$ cat config.mk
export PLATFORM = sky130hd
export DESIGN_NAME = gpio_bank_regs
export DESIGN_NICKNAME = d
export VERILOG_FILES = /design/src/rtl/gpio_regs_pkg.sv /design/src/rtl/gpio_addr_decode.sv /design/src/rtl/gpio_bank.sv /design/src/rtl/gpio_read_mux.sv /design/src/rtl/gpio_bank_regs.sv
export SDC_FILE = /design/constraint.sdc
export NUM_CORES = 2
export LEC_CHECK = 0
export BUFFER_PORTS_ARGS = -buffer_cell sky130_fd_sc_hd__buf_2
export CAP_MARGIN = 10
export CORE_AREA = 3 3 485 487
export CTS_BUF_LIST = sky130_fd_sc_hd__clkbuf_2
export CTS_CLUSTER_DIAMETER = 120
export CTS_CLUSTER_SIZE = 24
export DETAILED_ROUTE_END_ITERATION = 7
export DIE_AREA = 0 0 488 490
export GPL_ROUTABILITY_DRIVEN = 0
export SKIP_CTS_REPAIR_TIMING = 1
export SLEW_MARGIN = 5
export SYNTH_ARGS = -nofsm -noshare
export SYNTH_HDL_FRONTEND = slang
export SYNTH_SLANG_ARGS = --single-unit
$ cat constraint.sdc
create_clock -name clk -period 10.8 [get_ports clk]
set_input_delay 3.24 -clock clk [delete_from_list [all_inputs] [get_ports clk]]
set_output_delay 3.24 -clock clk [all_outputs]
set_load 0.01 [all_outputs]
$ cat src/rtl/gpio_regs_pkg.sv
package gpio_regs_pkg;

  localparam int unsigned BANKS  = 4;
  localparam int unsigned PINS_W = 32;

  typedef enum logic [3:0] {
    K_LVL  = 4'd0,
    K_DIR  = 4'd1,
    K_SET  = 4'd2,
    K_CLR  = 4'd3,
    K_RISE = 4'd4,
    K_FALL = 4'd5,
    K_EDGE = 4'd6,
    K_AFLO = 4'd7,
    K_AFHI = 4'd8,
    K_NONE = 4'd9
  } reg_kind_e;

  typedef struct packed {
    reg_kind_e  kind;
    logic [1:0] bank;
  } reg_sel_t;

  // Word index (offset / 4) within the 0x200 window to register kind and bank.
  // Seven kinds of three words each for banks 0..2, the same set repeated
  // from word 0x40 for bank 3, and eight alternate-function words at 0x15..0x1C.
  function automatic reg_sel_t decode_word(input logic [6:0] w);
    reg_sel_t   s;
    logic [6:0] rel;
    s.kind = K_NONE;
    s.bank = 2'd0;
    rel    = 7'd0;
    if (w < 7'd21) begin
      s.kind = reg_kind_e'(4'(w / 7'd3));
      s.bank = 2'(w % 7'd3);
    end else if (w <= 7'd28) begin
      rel    = w - 7'd21;
      s.kind = rel[0] ? K_AFHI : K_AFLO;
      s.bank = rel[2:1];
    end else if (w >= 7'd64 && w < 7'd85) begin
      rel = w - 7'd64;
      if ((rel % 7'd3) == 7'd0) begin
        s.kind = reg_kind_e'(4'(rel / 7'd3));
        s.bank = 2'd3;
      end
    end
    return s;
  endfunction

endpackage

$ cat src/rtl/gpio_addr_decode.sv
module gpio_addr_decode
  import gpio_regs_pkg::*;
#(
  parameter int unsigned ADDR_W = 12
) (
  input  logic [ADDR_W-1:0] addr,
  output logic              in_window,
  output reg_sel_t          sel
);
  localparam int unsigned WIN_BYTES = 512;

  always_comb begin
    in_window = (addr < ADDR_W'(WIN_BYTES));
    sel       = decode_word(addr[8:2]);
    if (!in_window) begin
      sel.kind = K_NONE;
      sel.bank = 2'd0;
    end
  end
endmodule

$ cat src/rtl/gpio_bank.sv
module gpio_bank
  import gpio_regs_pkg::*;
#(
  parameter int unsigned W = 32
) (
  input  logic         clk,
  input  logic         rst,
  input  logic         wr,
  input  reg_kind_e    kind,
  input  logic [W-1:0] wdata,
  input  logic [W-1:0] pin_in,
  output logic [W-1:0] dir_q,
  output logic [W-1:0] lat_q,
  output logic [W-1:0] rise_q,
  output logic [W-1:0] fall_q,
  output logic [W-1:0] aflo_q,
  output logic [W-1:0] afhi_q,
  output logic [W-1:0] in_q
);
  always_ff @(posedge clk) begin
    if (rst) begin
      dir_q  <= '0;
      lat_q  <= '0;
      rise_q <= '0;
      fall_q <= '0;
      aflo_q <= '0;
      afhi_q <= '0;
      in_q   <= '0;
    end else begin
      in_q <= pin_in;
      if (wr) begin
        unique case (kind)
          K_DIR:   dir_q  <= wdata;
          K_SET:   lat_q  <= lat_q | wdata;
          K_CLR:   lat_q  <= lat_q & ~wdata;
          K_RISE:  rise_q <= wdata;
          K_FALL:  fall_q <= wdata;
          K_AFLO:  aflo_q <= wdata;
          K_AFHI:  afhi_q <= wdata;
          default: ;
        endcase
      end
    end
  end
endmodule

$ cat src/rtl/gpio_read_mux.sv
module gpio_read_mux
  import gpio_regs_pkg::*;
#(
  parameter int unsigned NB = 4,
  parameter int unsigned W  = 32
) (
  input  reg_sel_t          sel,
  input  logic              in_window,
  input  logic              is_read,
  input  logic [NB*W-1:0]   dir_v,
  input  logic [NB*W-1:0]   lat_v,
  input  logic [NB*W-1:0]   rise_v,
  input  logic [NB*W-1:0]   fall_v,
  input  logic [NB*W-1:0]   aflo_v,
  input  logic [NB*W-1:0]   afhi_v,
  input  logic [NB*W-1:0]   in_v,
  input  logic [NB*W-1:0]   stat_v,
  output logic [W-1:0]      rdata,
  output logic              err,
  output logic              lvl_hit
);
  logic [W-1:0] d, l, ri, fa, alo, ahi, iv, st;
  logic [$clog2(NB)-1:0] b;

  always_comb begin
    b   = sel.bank[$clog2(NB)-1:0];
    d   = dir_v[b*W +: W];
    l   = lat_v[b*W +: W];
    ri  = rise_v[b*W +: W];
    fa  = fall_v[b*W +: W];
    alo = aflo_v[b*W +: W];
    ahi = afhi_v[b*W +: W];
    iv  = in_v[b*W +: W];
    st  = stat_v[b*W +: W];

    rdata   = '0;
    lvl_hit = 1'b0;
    err     = in_window && (sel.kind == K_NONE);
    if (is_read) begin
      unique case (sel.kind)
        K_LVL: begin
          rdata   = (l & d) | (iv & ~d);
          lvl_hit = 1'b1;
        end
        K_DIR:   rdata = d;
        K_RISE:  rdata = ri;
        K_FALL:  rdata = fa;
        K_EDGE:  rdata = st;
        K_AFLO:  rdata = alo;
        K_AFHI:  rdata = ahi;
        K_SET, K_CLR: err = 1'b1;
        default: rdata = '0;
      endcase
    end
  end
endmodule

$ cat src/rtl/gpio_bank_regs.sv
module gpio_bank_regs
  import gpio_regs_pkg::*;
#(
  parameter int unsigned NB     = BANKS,
  parameter int unsigned W      = PINS_W,
  parameter int unsigned ADDR_W = 12
) (
  input  logic              clk,
  input  logic              rst,
  input  logic              req_valid,
  input  logic              req_write,
  input  logic [ADDR_W-1:0] req_addr,
  input  logic [W-1:0]      req_wdata,
  output logic              rsp_valid,
  output logic [W-1:0]      rsp_rdata,
  output logic              rsp_err,
  output logic              lvl_rd_pulse,
  input  logic [NB*W-1:0]   pad_in,
  output logic [NB*W-1:0]   pad_out,
  output logic [NB*W-1:0]   pad_oe,
  output logic [NB*W-1:0]   rise_en,
  output logic [NB*W-1:0]   fall_en,
  input  logic [NB*W-1:0]   edge_status_in,
  output logic [NB*W-1:0]   edge_clr,
  output logic [2*NB*W-1:0] alt_sel
);
  localparam int unsigned TOT = NB * W;

  logic     in_window;
  reg_sel_t sel;
  logic     is_read, is_write;

  logic [TOT-1:0] dir_v, lat_v, rise_v, fall_v, aflo_v, afhi_v, in_v;
  logic [W-1:0]   rdata_c;
  logic           err_c, lvl_c;

  assign is_read  = req_valid && !req_write;
  assign is_write = req_valid &&  req_write;

  gpio_addr_decode #(.ADDR_W(ADDR_W)) u_dec (
    .addr      (req_addr),
    .in_window (in_window),
    .sel       (sel)
  );

  for (genvar b = 0; b < NB; b++) begin : g_bank
    logic bank_wr;
    assign bank_wr = is_write && in_window && (sel.kind != K_NONE) &&
                     (32'(sel.bank) == b);

    gpio_bank #(.W(W)) u_bank (
      .clk    (clk),
      .rst    (rst),
      .wr     (bank_wr),
      .kind   (sel.kind),
      .wdata  (req_wdata),
      .pin_in (pad_in[b*W +: W]),
      .dir_q  (dir_v[b*W +: W]),
      .lat_q  (lat_v[b*W +: W]),
      .rise_q (rise_v[b*W +: W]),
      .fall_q (fall_v[b*W +: W]),
      .aflo_q (aflo_v[b*W +: W]),
      .afhi_q (afhi_v[b*W +: W]),
      .in_q   (in_v[b*W +: W])
    );

    always_ff @(posedge clk) begin
      if (rst) edge_clr[b*W +: W] <= '0;
      else     edge_clr[b*W +: W] <= (bank_wr && sel.kind == K_EDGE) ? req_wdata : '0;
    end

    assign alt_sel[2*b*W +: W]     = aflo_v[b*W +: W];
    assign alt_sel[2*b*W + W +: W] = afhi_v[b*W +: W];
  end

  gpio_read_mux #(.NB(NB), .W(W)) u_rmux (
    .sel       (sel),
    .in_window (in_window),
    .is_read   (is_read),
    .dir_v     (dir_v),
    .lat_v     (lat_v),
    .rise_v    (rise_v),
    .fall_v    (fall_v),
    .aflo_v    (aflo_v),
    .afhi_v    (afhi_v),
    .in_v      (in_v),
    .stat_v    (edge_status_in),
    .rdata     (rdata_c),
    .err       (err_c),
    .lvl_hit   (lvl_c)
  );

  always_ff @(posedge clk) begin
    if (rst) begin
      rsp_valid    <= 1'b0;
      rsp_rdata    <= '0;
      rsp_err      <= 1'b0;
      lvl_rd_pulse <= 1'b0;
    end else begin
      rsp_valid    <= is_read;
      rsp_rdata    <= is_read ? rdata_c : '0;
      rsp_err      <= req_valid && err_c;
      lvl_rd_pulse <= is_read && lvl_c;
    end
  end

  assign pad_oe  = dir_v;
  assign pad_out = lat_v & dir_v;
  assign rise_en = rise_v;
  assign fall_en = fall_v;
endmodule

==> flow_summary.toml <==
[flow_run]
cap_violations = 0

[final_layout]
final_cell_mix = "1515 x nand2_1, 1212 x buf_2, 1059 x dfxtp_1"
fill_cells = 25600
final_common_cell = "nand2_1"
drive_above_1_share = 0.245
multi_input_area_mm2 = 0.0218
design_area_mm2 = 0.0554
regArea_mm2 = 0.0212
syn_to_final_growth_pct = 23.5
nets = 6857

[synthesis]
avgSynthCellArea_um2 = 7.97
async_flop_share = 0
synth_nets = 5936
seq_area_frac_synth = 0.473
synth.distinct_cells = 84
ys_seq_elements = 1059
syn_inst = 5625
synthFlopType = "dfxtp_1"
synth_warnings = 0
synth_area_mm2 = 0.0448
synth-edff-count = 0

[floorplanning]
chipWidth_um = 488
die_area_mm2 = 0.239
fp-row-count = 177
ioPinCount = 1235
core_mm2 = 0.232
dieHeight_um = 490
start_util = 0.193

[global_route]
grt_util_all_layers = 0.263
grt_max_degree = 206
grt_pass1_vias = 45300
grt_antenna_before_repair = 72
overflow = 0
grt_first_pass_wirelength_mm = 427

[timing]
final_hold_viol_count = 0
slew_violations = 0
skew_ns = 0.188
fmax_ghz = 0.117
rsz0062_at_grt = "false"
fin_tns_setup_ns = 0
max_slew_margin = 0.0242
period_share = 0.794
period_needed_ns = 8.58
whs_ns = 0.481
worstMarginPinSlew_ns = 1.45
setup_viol = 0

[routing]
viasPerCell = 5.22
drtIter0Drc = 7981
post-route-drc-count = 3
vias = 50400
antenna_left = 0
wl_per_cell_um = 34.5
wl_mm = 333
drt_pass1_iterations = 8

[cts]
path_clk_slew_ns = 0.45
ctsHtreeMaxLevel = 2
clock_sinks = 1059
cts_buffers = 61
cts_tree = "done"
clock_path_buffers = 3
worstSkewPairLatency_ns = 1.80
cts_root_buf = "clkbuf_2"

[status]
failed_checks = "design-rule violations"
status = "finished with violations"

[setup_path]
rr_worst_depth = 6
slowest_stage = "o2111ai_4"
worstPathArrival_ns = 10.14
cpMostUsedCell = "ha_1"
max_stage_delay_ns = 0.89
critPathKind = "input pin to flop"
critPathLaunchType = "input pin"
crit_fanout = 30
crit_path_end_kind = "flop"
ff2ff_setup_slack_ns = 7.99
required_ns = 12.36
rr_endpoint = "rsp_rdata[0]"
critPathTopFamily = "compound AO/OA/AOI/OAI gates"
path_buf_inv = 4
path_cells = "buf_2 -> clkinv_1 -> ha_1 -> inv_1 -> a311o_1 -> o22a_1 -> and3_1 -> xnor2_1 -> ha_1 -> nand2_1 -> o311ai_0 -> and4_1 -> o2111ai_1 -> o31a_1 -> o2111ai_4 -> buf_12 -> nor2_1 -> o211ai_1 -> o21ai_0 -> or4b_1 -> a31oi_1"
r2r_start = "g_bank[2].u_bank.dir_q[0]"

[power]
pwr-share-clk = 0.277
power_density_mw_per_mm2 = 114
ir_worst_vdd_uv = 99.3
combPwrFrac = 0.091
p_sw_uw = 1960
p_sw_frac = 0.311
p_int_uw = 4340
power.total_uw = 6300
p_seq_frac = 0.632
p_leak_uw = 0.0212

[place]
io_buffers = 1232
dpl.hpwl_mm = 249
place_area_mm2 = 0.0546

[worst_hold_path]
hp-start = "g_bank[3].u_bank.aflo_q[30]"
min_path_cells = 2
hold-path-endpoint = "g_bank[3].u_bank.aflo_q[30]"
min_path_type = "flop to flop"
==> cell usage after synthesis, types with 12 or more instances <==
| cell | count | share of area |
|---|---|---|
| a211oi_1 | 13 | 0.0022 |
| a21oi_1 | 939 | 0.10 |
| a221oi_1 | 18 | 0.0035 |
| a222oi_1 | 24 | 0.0054 |
| a22oi_1 | 30 | 0.0050 |
| a311oi_1 | 131 | 0.026 |
| a31o_2 | 13 | 0.0025 |
| a31oi_1 | 72 | 0.010 |
| and2_1 | 265 | 0.037 |
| buf_1 | 21 | 0.0018 |
| buf_2 | 75 | 0.0084 |
| clkbuf_1 | 446 | 0.037 |
| dfxtp_1 | 1059 | 0.47 |
| inv_1 | 15 | 0.0013 |
| mux2_2 | 24 | 0.0060 |
| mux2i_1 | 133 | 0.030 |
| nand2_1 | 1534 | 0.13 |
| nand3_1 | 44 | 0.0049 |
| nor2_1 | 132 | 0.011 |
| nor2b_1 | 135 | 0.019 |
| nor3_1 | 20 | 0.0022 |
| nor4_1 | 20 | 0.0028 |
| o2111ai_1 | 12 | 0.0023 |
| o211ai_1 | 49 | 0.0082 |
| o21ai_0 | 99 | 0.011 |
| o221ai_1 | 56 | 0.011 |
| o22ai_1 | 45 | 0.0063 |
| o31ai_1 | 13 | 0.0022 |
==> metal layers <==
layer | track usage | vias up | share of wire
li1 | - | 21200 | -
met1 | 0.319 | 24200 | 0.38
met2 | 0.384 | 4071 | 0.41
met3 | 0.121 | 873 | 0.15
met4 | 0.140 | 56 | 0.066
met5 | 0 | - | 0.0011
==> how the worst max path moves through the flow <==
stage / start / end / depth (start not counted)
after floorplan: req_addr[6] / rsp_rdata[24] / 22
after detailed placement: req_addr[2] / rsp_rdata[28] / 20
after global routing: req_addr[2] / rsp_rdata[24] / 21
final: req_addr[2] / rsp_rdata[24] / 21
after CTS: req_addr[2] / rsp_rdata[28] / 20
after global placement: req_addr[2] / rsp_rdata[28] / 20
==> area by class of cell <==
| cell class | instances | area share |
|---|---|---|
| sequential | 1059 | 0.383 |
| antenna | 33 | 0.00149 |
| clock inverter | 23 | 0.00635 |
| multi-input combinational | 4004 | 0.395 |
| timing repair buffer | 1404 | 0.139 |
| tap | 3043 | 0.0688 |
| clock buffer | 64 | 0.00579 |
| inverter | 16 | 0.00108 |
==> metrics by stage <==
stage                     std cells   util  worst slack [ns]
after floorplan                5625      -              2.91
after global placement         9525  0.235             0.754
after detailed placement       9525  0.235             0.656
after CTS                      9612  0.238              2.74
after global routing           9621  0.239              2.06
final                          9646  0.239              2.22
==> worst register-to-register path, cell delays in order (launching register included) <==
cell     delay [ns]
dfxtp_1        0.52
mux2i_1        0.10
o21ai_0        1.11
o21ai_0        0.51
a31oi_1        0.30
buf_4          0.21
a31o_2         0.12
==> power by group through the flow <==
stage	Clock (uW)	Sequential (uW)	Combinational, uW
final	1740	3980	574
after global routing	1870	3990	589
after CTS	1770	3980	557
after detailed placement	0	4030	556
after global placement	0	4030	551
after floorplan	0	4020	253
==> cells by family after synthesis <==
logic type                 Yosys count  share of synthesized area
muxes                              158                     0.0361
buffers and inverters              562                     0.0495
adders and majority gates            7                    0.00195
DFF                               1059                      0.473
xor gates and xnor gates             7                    0.00137
AOI/OAI and AO/OA                 1620                      0.223
and+or+nand+nor                   2212                      0.216
Note: power is estimated with default switching activity, not from simulation.
